File: config.mk
export PLATFORM = sky130hd
export DESIGN_NAME = sertx_engine
export DESIGN_NICKNAME = d
export VERILOG_FILES = /design/src/rtl/sertx_pkg.sv /design/src/rtl/sertx_holdq.sv /design/src/rtl/sertx_frame_pick.sv /design/src/rtl/sertx_shifter.sv /design/src/rtl/sertx_flags.sv /design/src/rtl/sertx_engine.sv
export SDC_FILE = /design/constraint.sdc
export NUM_CORES = 1
export LEC_CHECK = 0
export BUFFER_PORTS_ARGS = -buffer_cell sky130_fd_sc_hd__buf_2
export CAP_MARGIN = 20
export CORE_ASPECT_RATIO = 1.75
export CORE_MARGIN = 2
export CORE_UTILIZATION = 35
export CTS_CLUSTER_DIAMETER = 80
export DETAILED_ROUTE_END_ITERATION = 8
export GPL_ROUTABILITY_DRIVEN = 0
export SYNTH_ARGS = -nofsm -noshare
export SYNTH_HDL_FRONTEND = slang
export SYNTH_SLANG_ARGS = --single-unit
export TNS_END_PERCENT = 30
File: constraint.sdc
create_clock -name clk -period 2.6 [get_ports clk]
set_input_delay 0.26 -clock clk [delete_from_list [all_inputs] [get_ports clk]]
set_output_delay 0.26 -clock clk [all_outputs]
set_load 0.02 [all_outputs]
File: src/rtl/sertx_pkg.sv
// Shared types for the serial transmit engine.
// Assumes: a single clock domain; consumers import the package.
package sertx_pkg;

    // What the shift register is currently sending
    typedef enum logic [2:0] {
        K_NONE,
        K_DATA,
        K_IDLE,
        K_BRK,
        K_MARK
    } kind_t;

    // Which source feeds the shift register at the next load opportunity
    typedef enum logic [2:0] {
        SRC_NONE,
        SRC_MARK,
        SRC_IDLE,
        SRC_BRK,
        SRC_HOLD,
        SRC_DIRECT
    } src_t;

endpackage

File: src/rtl/sertx_holdq.sv
// Holding register, enable-edge detector and pending-idle request.
// Assumes: wr_buf is already qualified (write not consumed directly);
// a write in the same cycle as an enable rise survives the discard.
module sertx_holdq #(
    parameter int DATA_W = 8
) (
    input  logic              clk,
    input  logic              rst_n,
    input  logic              te,
    input  logic              wr_buf,
    input  logic [DATA_W-1:0] wr_data,
    input  logic              hold_taken,
    input  logic              idle_taken,
    output logic              full,
    output logic [DATA_W-1:0] data,
    output logic              te_rise,
    output logic              idle_pend
);
    logic te_q;
    logic idle_req_q;
    logic full_q;
    logic [DATA_W-1:0] data_q;

    assign te_rise   = te && !te_q;
    assign idle_pend = idle_req_q || te_rise;
    assign full      = full_q;
    assign data      = data_q;

    // Remember the previous enable level for edge detection
    always_ff @(posedge clk) begin
        if (!rst_n) te_q <= 1'b0;
        else        te_q <= te;
    end

    // Keep an idle request until the shifter consumes it
    always_ff @(posedge clk) begin
        if (!rst_n)          idle_req_q <= 1'b0;
        else if (idle_taken) idle_req_q <= 1'b0;
        else if (te_rise)    idle_req_q <= 1'b1;
    end

    // Holding register: fill on write, empty on transfer or enable rise
    always_ff @(posedge clk) begin
        if (!rst_n) begin
            full_q <= 1'b0;
            data_q <= '0;
        end else if (wr_buf) begin
            full_q <= 1'b1;
            data_q <= wr_data;
        end else if (hold_taken || te_rise) begin
            full_q <= 1'b0;
        end
    end

    // an enable rise without a same-cycle write leaves the buffer empty
    p_discard_r11: assert property (@(posedge clk) disable iff (!rst_n)
        te_rise && !wr_buf |=> !full_q);

endmodule

File: src/rtl/sertx_frame_pick.sv
// Chooses the next frame and builds its bit pattern, LSB sent first.
// Assumes: the result is only consumed when the shifter is idle or at
// the tick that ends its frame. Priority: mark after break, idle, break,
// held word, direct write.
module sertx_frame_pick
    import sertx_pkg::*;
#(
    parameter int DATA_W       = 8,
    parameter int LIN_BRK_BITS = 13,
    parameter int FW           = 13,
    parameter int CNT_W        = 4
) (
    input  logic              te_en,
    input  logic              busy,
    input  kind_t             cur_kind,
    input  logic              brk,
    input  logic              lin,
    input  logic              m9,
    input  logic              t8,
    input  logic              idle_pend,
    input  logic              hold_full,
    input  logic [DATA_W-1:0] hold_data,
    input  logic              wr,
    input  logic [DATA_W-1:0] wr_data,
    output src_t              src,
    output logic              nxt_valid,
    output logic [FW-1:0]     nxt_bits,
    output logic [CNT_W-1:0]  nxt_len,
    output kind_t             nxt_kind
);
    logic [DATA_W-1:0] data_sel;
    logic [FW-1:0]     data_bits;
    logic [CNT_W-1:0]  word_len;

    assign data_sel = hold_full ? hold_data : wr_data;
    assign word_len = CNT_W'(DATA_W + 2) + CNT_W'(m9);

    // Data frame layout: start, data bits, optional ninth bit, stop and fill
    assign data_bits[0] = 1'b0;
    for (genvar g = 0; g < DATA_W; g++) begin : g_data_bit
        assign data_bits[g+1] = data_sel[g];
    end
    assign data_bits[DATA_W+1] = m9 ? t8 : 1'b1;
    if (FW > DATA_W + 2) begin : g_fill
        assign data_bits[FW-1:DATA_W+2] = '1;
    end

    // Priority selection of the next frame source
    always_comb begin
        src = SRC_NONE;
        if (busy && cur_kind == K_BRK && !brk) begin
            src = SRC_MARK;
        end else if (te_en) begin
            if (idle_pend)         src = SRC_IDLE;
            else if (brk)          src = SRC_BRK;
            else if (hold_full)    src = SRC_HOLD;
            else if (wr && !busy)  src = SRC_DIRECT;
        end
    end

    // Pattern, length and kind for the chosen source
    always_comb begin
        nxt_bits = '1;
        nxt_len  = '0;
        nxt_kind = K_NONE;
        case (src)
            SRC_MARK: begin
                nxt_len  = CNT_W'(1);
                nxt_kind = K_MARK;
            end
            SRC_IDLE: begin
                nxt_len  = word_len;
                nxt_kind = K_IDLE;
            end
            SRC_BRK: begin
                nxt_bits = '0;
                nxt_len  = lin ? CNT_W'(LIN_BRK_BITS) : word_len;
                nxt_kind = K_BRK;
            end
            SRC_HOLD, SRC_DIRECT: begin
                nxt_bits = data_bits;
                nxt_len  = word_len;
                nxt_kind = K_DATA;
            end
            default: ;
        endcase
    end

    assign nxt_valid = (src != SRC_NONE);

endmodule

File: src/rtl/sertx_shifter.sv
// Frame shift register. Bits change only on bit_tick. A loaded frame waits
// for the next tick; at the tick ending a frame the next one starts
// at once, so consecutive frames have no gap.
// Assumes: nxt_len >= 1 whenever nxt_valid is high.
module sertx_shifter
    import sertx_pkg::*;
#(
    parameter int FW    = 13,
    parameter int CNT_W = 4
) (
    input  logic             clk,
    input  logic             rst_n,
    input  logic             tick,
    input  logic             nxt_valid,
    input  logic [FW-1:0]    nxt_bits,
    input  logic [CNT_W-1:0] nxt_len,
    input  kind_t            nxt_kind,
    output logic             take,
    output logic             frame_end,
    output logic             busy,
    output kind_t            cur_kind,
    output logic             line
);
    logic             busy_q;
    logic             line_q;
    logic [FW-1:0]    sh_q;
    logic [CNT_W-1:0] cnt_q;
    kind_t            kind_q;

    assign frame_end = busy_q && tick && (cnt_q == '0);
    assign take      = nxt_valid && (!busy_q || frame_end);
    assign busy      = busy_q;
    assign cur_kind  = kind_q;
    assign line      = line_q;

    // Load, shift and hand over frames on bit ticks
    always_ff @(posedge clk) begin
        if (!rst_n) begin
            busy_q <= 1'b0;
            line_q <= 1'b1;
            sh_q   <= '0;
            cnt_q  <= '0;
            kind_q <= K_NONE;
        end else if (!busy_q) begin
            if (nxt_valid) begin
                busy_q <= 1'b1;
                sh_q   <= nxt_bits;
                cnt_q  <= nxt_len;
                kind_q <= nxt_kind;
            end
        end else if (tick) begin
            if (cnt_q != '0) begin
                line_q <= sh_q[0];
                sh_q   <= sh_q >> 1;
                cnt_q  <= cnt_q - 1'b1;
            end else if (nxt_valid) begin
                line_q <= nxt_bits[0];
                sh_q   <= nxt_bits >> 1;
                cnt_q  <= nxt_len - 1'b1;
                kind_q <= nxt_kind;
            end else begin
                busy_q <= 1'b0;
                line_q <= 1'b1;
                kind_q <= K_NONE;
            end
        end
    end

    // between ticks the line level never moves
    p_bit_hold_r2: assert property (@(posedge clk) disable iff (!rst_n)
        busy_q && !tick |=> $stable(line_q));

    // with no frame in progress the line rests high
    p_idle_high_r1: assert property (@(posedge clk) disable iff (!rst_n)
        !busy_q |-> line_q);

endmodule

File: src/rtl/sertx_flags.sv
// Buffer-empty and frame-done flags with the read-then-write clearing
// sequence, plus the gated interrupt requests.
// Assumes: the clear takes priority over a set in the same cycle.
module sertx_flags (
    input  logic clk,
    input  logic rst_n,
    input  logic stat_rd,
    input  logic wr,
    input  logic wr_buf,
    input  logic hold_taken,
    input  logic direct_taken,
    input  logic discard,
    input  logic frame_end,
    input  logic ie_empty,
    input  logic ie_done,
    output logic empty,
    output logic done,
    output logic irq_e,
    output logic irq_d
);
    logic armed_q;
    logic empty_q;
    logic done_q;

    // A status read arms the clear; any write uses up the arming
    always_ff @(posedge clk) begin
        if (!rst_n)       armed_q <= 1'b0;
        else if (wr)      armed_q <= 1'b0;
        else if (stat_rd) armed_q <= 1'b1;
    end

    // Buffer-empty flag: cleared by an armed buffered write, set when the buffer drains
    always_ff @(posedge clk) begin
        if (!rst_n)                                      empty_q <= 1'b1;
        else if (wr_buf && armed_q)                      empty_q <= 1'b0;
        else if (hold_taken || direct_taken || discard)  empty_q <= 1'b1;
    end

    // Frame-done flag: cleared by an armed write, set at each frame end
    always_ff @(posedge clk) begin
        if (!rst_n)             done_q <= 1'b1;
        else if (wr && armed_q) done_q <= 1'b0;
        else if (frame_end)     done_q <= 1'b1;
    end

    assign empty = empty_q;
    assign done  = done_q;
    assign irq_e = empty_q && ie_empty;
    assign irq_d = done_q && ie_done;

    // the buffer-empty flag falls only after an armed buffered write
    p_empty_fall_r6: assert property (@(posedge clk) disable iff (!rst_n)
        $fell(empty_q) |-> $past(armed_q && wr_buf));

    // the frame-done flag rises only at a frame end
    p_done_rise_r7: assert property (@(posedge clk) disable iff (!rst_n)
        $rose(done_q) |-> $past(frame_end));

endmodule

File: src/rtl/sertx_engine.sv
// Top of the buffered serial transmitter: holding register, frame
// selector, shift register and status flags.
// Assumes: bit_tick is a one-cycle strobe in the clk domain; control
// inputs are quasi-static register bits.
module sertx_engine
    import sertx_pkg::*;
#(
    parameter int DATA_W       = 8,
    parameter int LIN_BRK_BITS = 13
) (
    input  logic              clk,
    input  logic              rst_n,
    input  logic              bit_tick,
    input  logic              stat_rd,
    input  logic              data_wr,
    input  logic [DATA_W-1:0] wr_byte,
    input  logic              cfg_nine,
    input  logic              cfg_bit9,
    input  logic              cfg_tx_en,
    input  logic              cfg_brk,
    input  logic              cfg_lin,
    input  logic              cfg_empty_ie,
    input  logic              cfg_done_ie,
    output logic              tx_out,
    output logic              flag_empty,
    output logic              flag_done,
    output logic              irq_empty,
    output logic              irq_done
);
    localparam int FW    = (DATA_W + 3 > LIN_BRK_BITS) ? DATA_W + 3 : LIN_BRK_BITS;
    localparam int CNT_W = $clog2(FW + 1);

    src_t              src;
    kind_t             nxt_kind;
    kind_t             cur_kind;
    logic              nxt_valid;
    logic [FW-1:0]     nxt_bits;
    logic [CNT_W-1:0]  nxt_len;
    logic              take;
    logic              fr_end;
    logic              busy;
    logic              hold_full;
    logic [DATA_W-1:0] hold_data;
    logic              te_rise;
    logic              idle_pend;
    logic              direct_taken;
    logic              hold_taken;
    logic              idle_taken;
    logic              wr_buf;

    assign direct_taken = take && (src == SRC_DIRECT);
    assign hold_taken   = take && (src == SRC_HOLD);
    assign idle_taken   = take && (src == SRC_IDLE);
    assign wr_buf       = data_wr && !direct_taken;

    sertx_holdq #(.DATA_W(DATA_W)) u_holdq (
        .clk        (clk),
        .rst_n      (rst_n),
        .te         (cfg_tx_en),
        .wr_buf     (wr_buf),
        .wr_data    (wr_byte),
        .hold_taken (hold_taken),
        .idle_taken (idle_taken),
        .full       (hold_full),
        .data       (hold_data),
        .te_rise    (te_rise),
        .idle_pend  (idle_pend)
    );

    sertx_frame_pick #(
        .DATA_W       (DATA_W),
        .LIN_BRK_BITS (LIN_BRK_BITS),
        .FW           (FW),
        .CNT_W        (CNT_W)
    ) u_pick (
        .te_en     (cfg_tx_en),
        .busy      (busy),
        .cur_kind  (cur_kind),
        .brk       (cfg_brk),
        .lin       (cfg_lin),
        .m9        (cfg_nine),
        .t8        (cfg_bit9),
        .idle_pend (idle_pend),
        .hold_full (hold_full),
        .hold_data (hold_data),
        .wr        (data_wr),
        .wr_data   (wr_byte),
        .src       (src),
        .nxt_valid (nxt_valid),
        .nxt_bits  (nxt_bits),
        .nxt_len   (nxt_len),
        .nxt_kind  (nxt_kind)
    );

    sertx_shifter #(.FW(FW), .CNT_W(CNT_W)) u_shift (
        .clk       (clk),
        .rst_n     (rst_n),
        .tick      (bit_tick),
        .nxt_valid (nxt_valid),
        .nxt_bits  (nxt_bits),
        .nxt_len   (nxt_len),
        .nxt_kind  (nxt_kind),
        .take      (take),
        .frame_end (fr_end),
        .busy      (busy),
        .cur_kind  (cur_kind),
        .line      (tx_out)
    );

    sertx_flags u_flags (
        .clk          (clk),
        .rst_n        (rst_n),
        .stat_rd      (stat_rd),
        .wr           (data_wr),
        .wr_buf       (wr_buf),
        .hold_taken   (hold_taken),
        .direct_taken (direct_taken),
        .discard      (te_rise),
        .frame_end    (fr_end),
        .ie_empty     (cfg_empty_ie),
        .ie_done      (cfg_done_ie),
        .empty        (flag_empty),
        .done         (flag_done),
        .irq_e        (irq_empty),
        .irq_d        (irq_done)
    );

    // a break that ends with the control low hands over to a mark bit
    p_mark_after_brk_r9: assert property (@(posedge clk) disable iff (!rst_n)
        fr_end && cur_kind == K_BRK && !cfg_brk |=> busy && cur_kind == K_MARK);

    // with transmit disabled only a mark bit may be loaded
    p_no_start_disabled_r12: assert property (@(posedge clk) disable iff (!rst_n)
        take && !cfg_tx_en |-> src == SRC_MARK);

endmodule

==> impl_metrics.yaml <==
logic_synthesis:
  ys_top_cells_by_area: "dfxtp_1 (35%), o21ai_0 (8.6%), a21boi_0 (5.0%), nand3_1 (4.3%), a31oi_1 (3.3%)"
  synth_ff_type: "dfxtp_1"
  seq_area_frac_synth_pct: 34.6
  yosys.area.top_type: "dfxtp_1"
  synth_edf_count: 0
  yosysTopAreaCellShare_pct: 34.6
  yosys_warnings: 0
  synthesis.instances: 261
  async_flop_share_pct: 0
  synth_nets: 282
  synth_cell_type_count: 55
  synthesis.area_um2: 2080
  ys_ff_latch: 36
  synth_area_per_cell_um2: 7.99
  synth_commonest_cells: "dfxtp_1 (36), o21ai_0 (36), nand2_1 (18), nand3_1 (18)"
critical_path:
  crit_family: "compound AO/OA/AOI/OAI gates"
  cp_max_fo: 7
  cp_cell_sequence: "or2b_1, o31a_1, o211a_1, a21oi_1, ha_1, inv_1, a311oi_1, o21ai_0, a31oi_1"
  cpMaxStageDelayCell: "dfxtp_1"
  path_class: "reg -> reg"
  crit_path_end_kind: "flip-flop"
  required_ns: 2.82
  worstPathArrival_ns: 2.36
  crit_buf_inv: 1
  slowest_delay_ns: 0.40
  worst_setup_path_start_kind: "flip-flop"
finish:
  fin_nets: 299
  final_core_util_pct: 40.4
  drive_gt1_share_pct: 16.1
  antenna_cells: 0
  syn_to_final_growth_pct: 13.0
  num-fill-cells: 632
  final_cells: 357
floorplan:
  die-height_um: 106
  core_um2: 5830
  row_count: 37
  start_util_pct: 35.7
  io_pins: 25
  die_x_um: 62.3
  dieArea_um2: 6610
grt:
  grt_pass1_wl_um: 9870
  grt_max_degree: 38
  grt_antenna_before_repair: 0
  grt_overflow: 0
  grt_pass1_vias: 2028
  grt_usage_pct: 18.7
routing:
  post_drt_wl_per_cell_um: 16.1
  dr.first_iter.drc_count: 66
  viasPerCell: 5.72
  vias: 2041
  first_pass_iters: 4
  antenna_left: 0
  drc: 0
  routed_wl_um: 5760
cts:
  root_buffer: "clkbuf_8"
  clk_pin_slew_worst_paths_ns: 0.07
  clock_tree.buffer_depth: 2
  cts_tree: "built"
  clk-insertion-delay-late_ns: 0.29
  cts_max_level: 2
  hold_buffers: 0
  cts_setup_buffers: 0
  cts_resized: 0
  clock-sinks: 36
  cts_made_buffers: 5
power:
  p_leak_nw: 0.865
  pwr_density_cell_nw_per_um2: 587
  peakVddDrop_mv: 0.337
  power.total_w: 0.00138
place:
  placed_cells: 349
  io_buffers: 24
  hpwl_um: 4100
timing:
  rsz0062_at_grt: "no"
  slew_headroom_pct: 56.4
  worst_pin_slew_ns: 0.648
  setup_viol: 0
  fmax_ghz: 0.469
  fin_setup_tns_ns: 0
  slew_violations: 0
  hold_violations: 0
  min_period_ns: 2.13
  post-route-period-util_pct: 82.1
  skew_ns: 0.00777
status:
  status: "finished clean"
hold_path:
  min_path_type: "in -> reg"
job:
  max_cap_viol_count: 0
-- where the power goes --
group	internal (W)	switching [W]
sequential	0.000602	0.0000359
combinational	0.000128	0.000200
clock	0.000216	0.000200
total	0.000947	0.000435
-- cell families (layout without fill, tap and decap cells) --
family	after synthesis	count (layout)	synth area share, %
simple gates	87	87	22.4
compound gates	103	103	33.4
fa+ha+maj	1	1	0.600
flops	36	36	34.6
buf+inv	27	45	5.46
mux	7	7	3.60
-- path summary, 6_finish.rpt --
path	startpoint	endpoint	slack (ns)	depth (start not counted)
worst max register to register	u_holdq.te_q	u_shift.cnt_q[2]	0.47	9
worst min-delay path	wr_byte[2]	u_holdq.data[2]	0.24	3
worst min register to register	u_holdq.data[5]	u_holdq.data[5]	0.47	2
worst max-delay path	u_holdq.te_q	u_shift.cnt_q[2]	0.47	9
-- placed cells by master (no fill, tap or decap), types with 3 or more instances in the layout --
master	synthesis	routed
a21boi_0	14	14
a21o_1	5	5
a21oi_1	5	5
a31oi_1	11	11
and2_1	6	6
buf_2	4	24
buf_4	0	6
clkbuf_8	0	6
dfxtp_1	36	36
inv_1	7	7
mux2_2	4	4
mux2i_1	3	3
nand2_1	18	18
nand2b_1	3	3
nand3_1	18	18
nor2_1	14	14
nor2b_1	4	4
nor3_1	4	4
nor3b_1	3	3
o211ai_1	7	7
o21ai_0	36	36
-- area by class of cell --
cell class                 count  area (µm²)  area share (%)
sequential                    36         721            30.6
tap                           78        97.6            4.14
timing repair buffer          30         165            7.01
clock buffer                   8        90.1            3.82
inverter                       7        26.3            1.12
multi-input combinational    198        1260            53.3
-- through the flow --
step	worst slack, ns	hold slack (ns)	area [µm²]
after CTS	0.476	0.233	2360
final	0.467	0.236	2360
after global routing	0.278	0.255	2360
after floorplan	0.611	0.415	2080
after global placement	0.530	0.451	2270
after detailed placement	0.494	0.460	2270
-- state kept, by name, indices dropped and copies added, names as in the netlist --
signal              count
u_flags.armed_q         1
u_flags.done            1
u_flags.empty           1
u_holdq.data            8
u_holdq.full            1
u_holdq.idle_req_q      1
u_holdq.te_q            1
u_shift.busy            1
u_shift.cnt_q           4
u_shift.cur_kind        3
u_shift.line            1
u_shift.sh_q           13
-- routing by layer --
metal	share of wire, %	GRT usage [%]	wire (µm)	vias up
li1	-	-	-	1009
met1	41	21.1	2370	951
met5	0	0	0	-
met2	52	33.2	2970	60
met4	4.2	11.7	244	0
met3	3.0	2.01	171	21
-- worst reg2reg max path, delay by kind of cell, from the launching register on --
kind,cells,cell delay [ns]
buffers and inverters,1,0.05
AO/OA/AOI/OAI,6,1.15
AND/OR/NAND/NOR,1,0.27
adder cells (fa/ha/maj),1,0.20
flip-flops,1,0.40
Note: power is estimated with default switching activity, not from simulation.
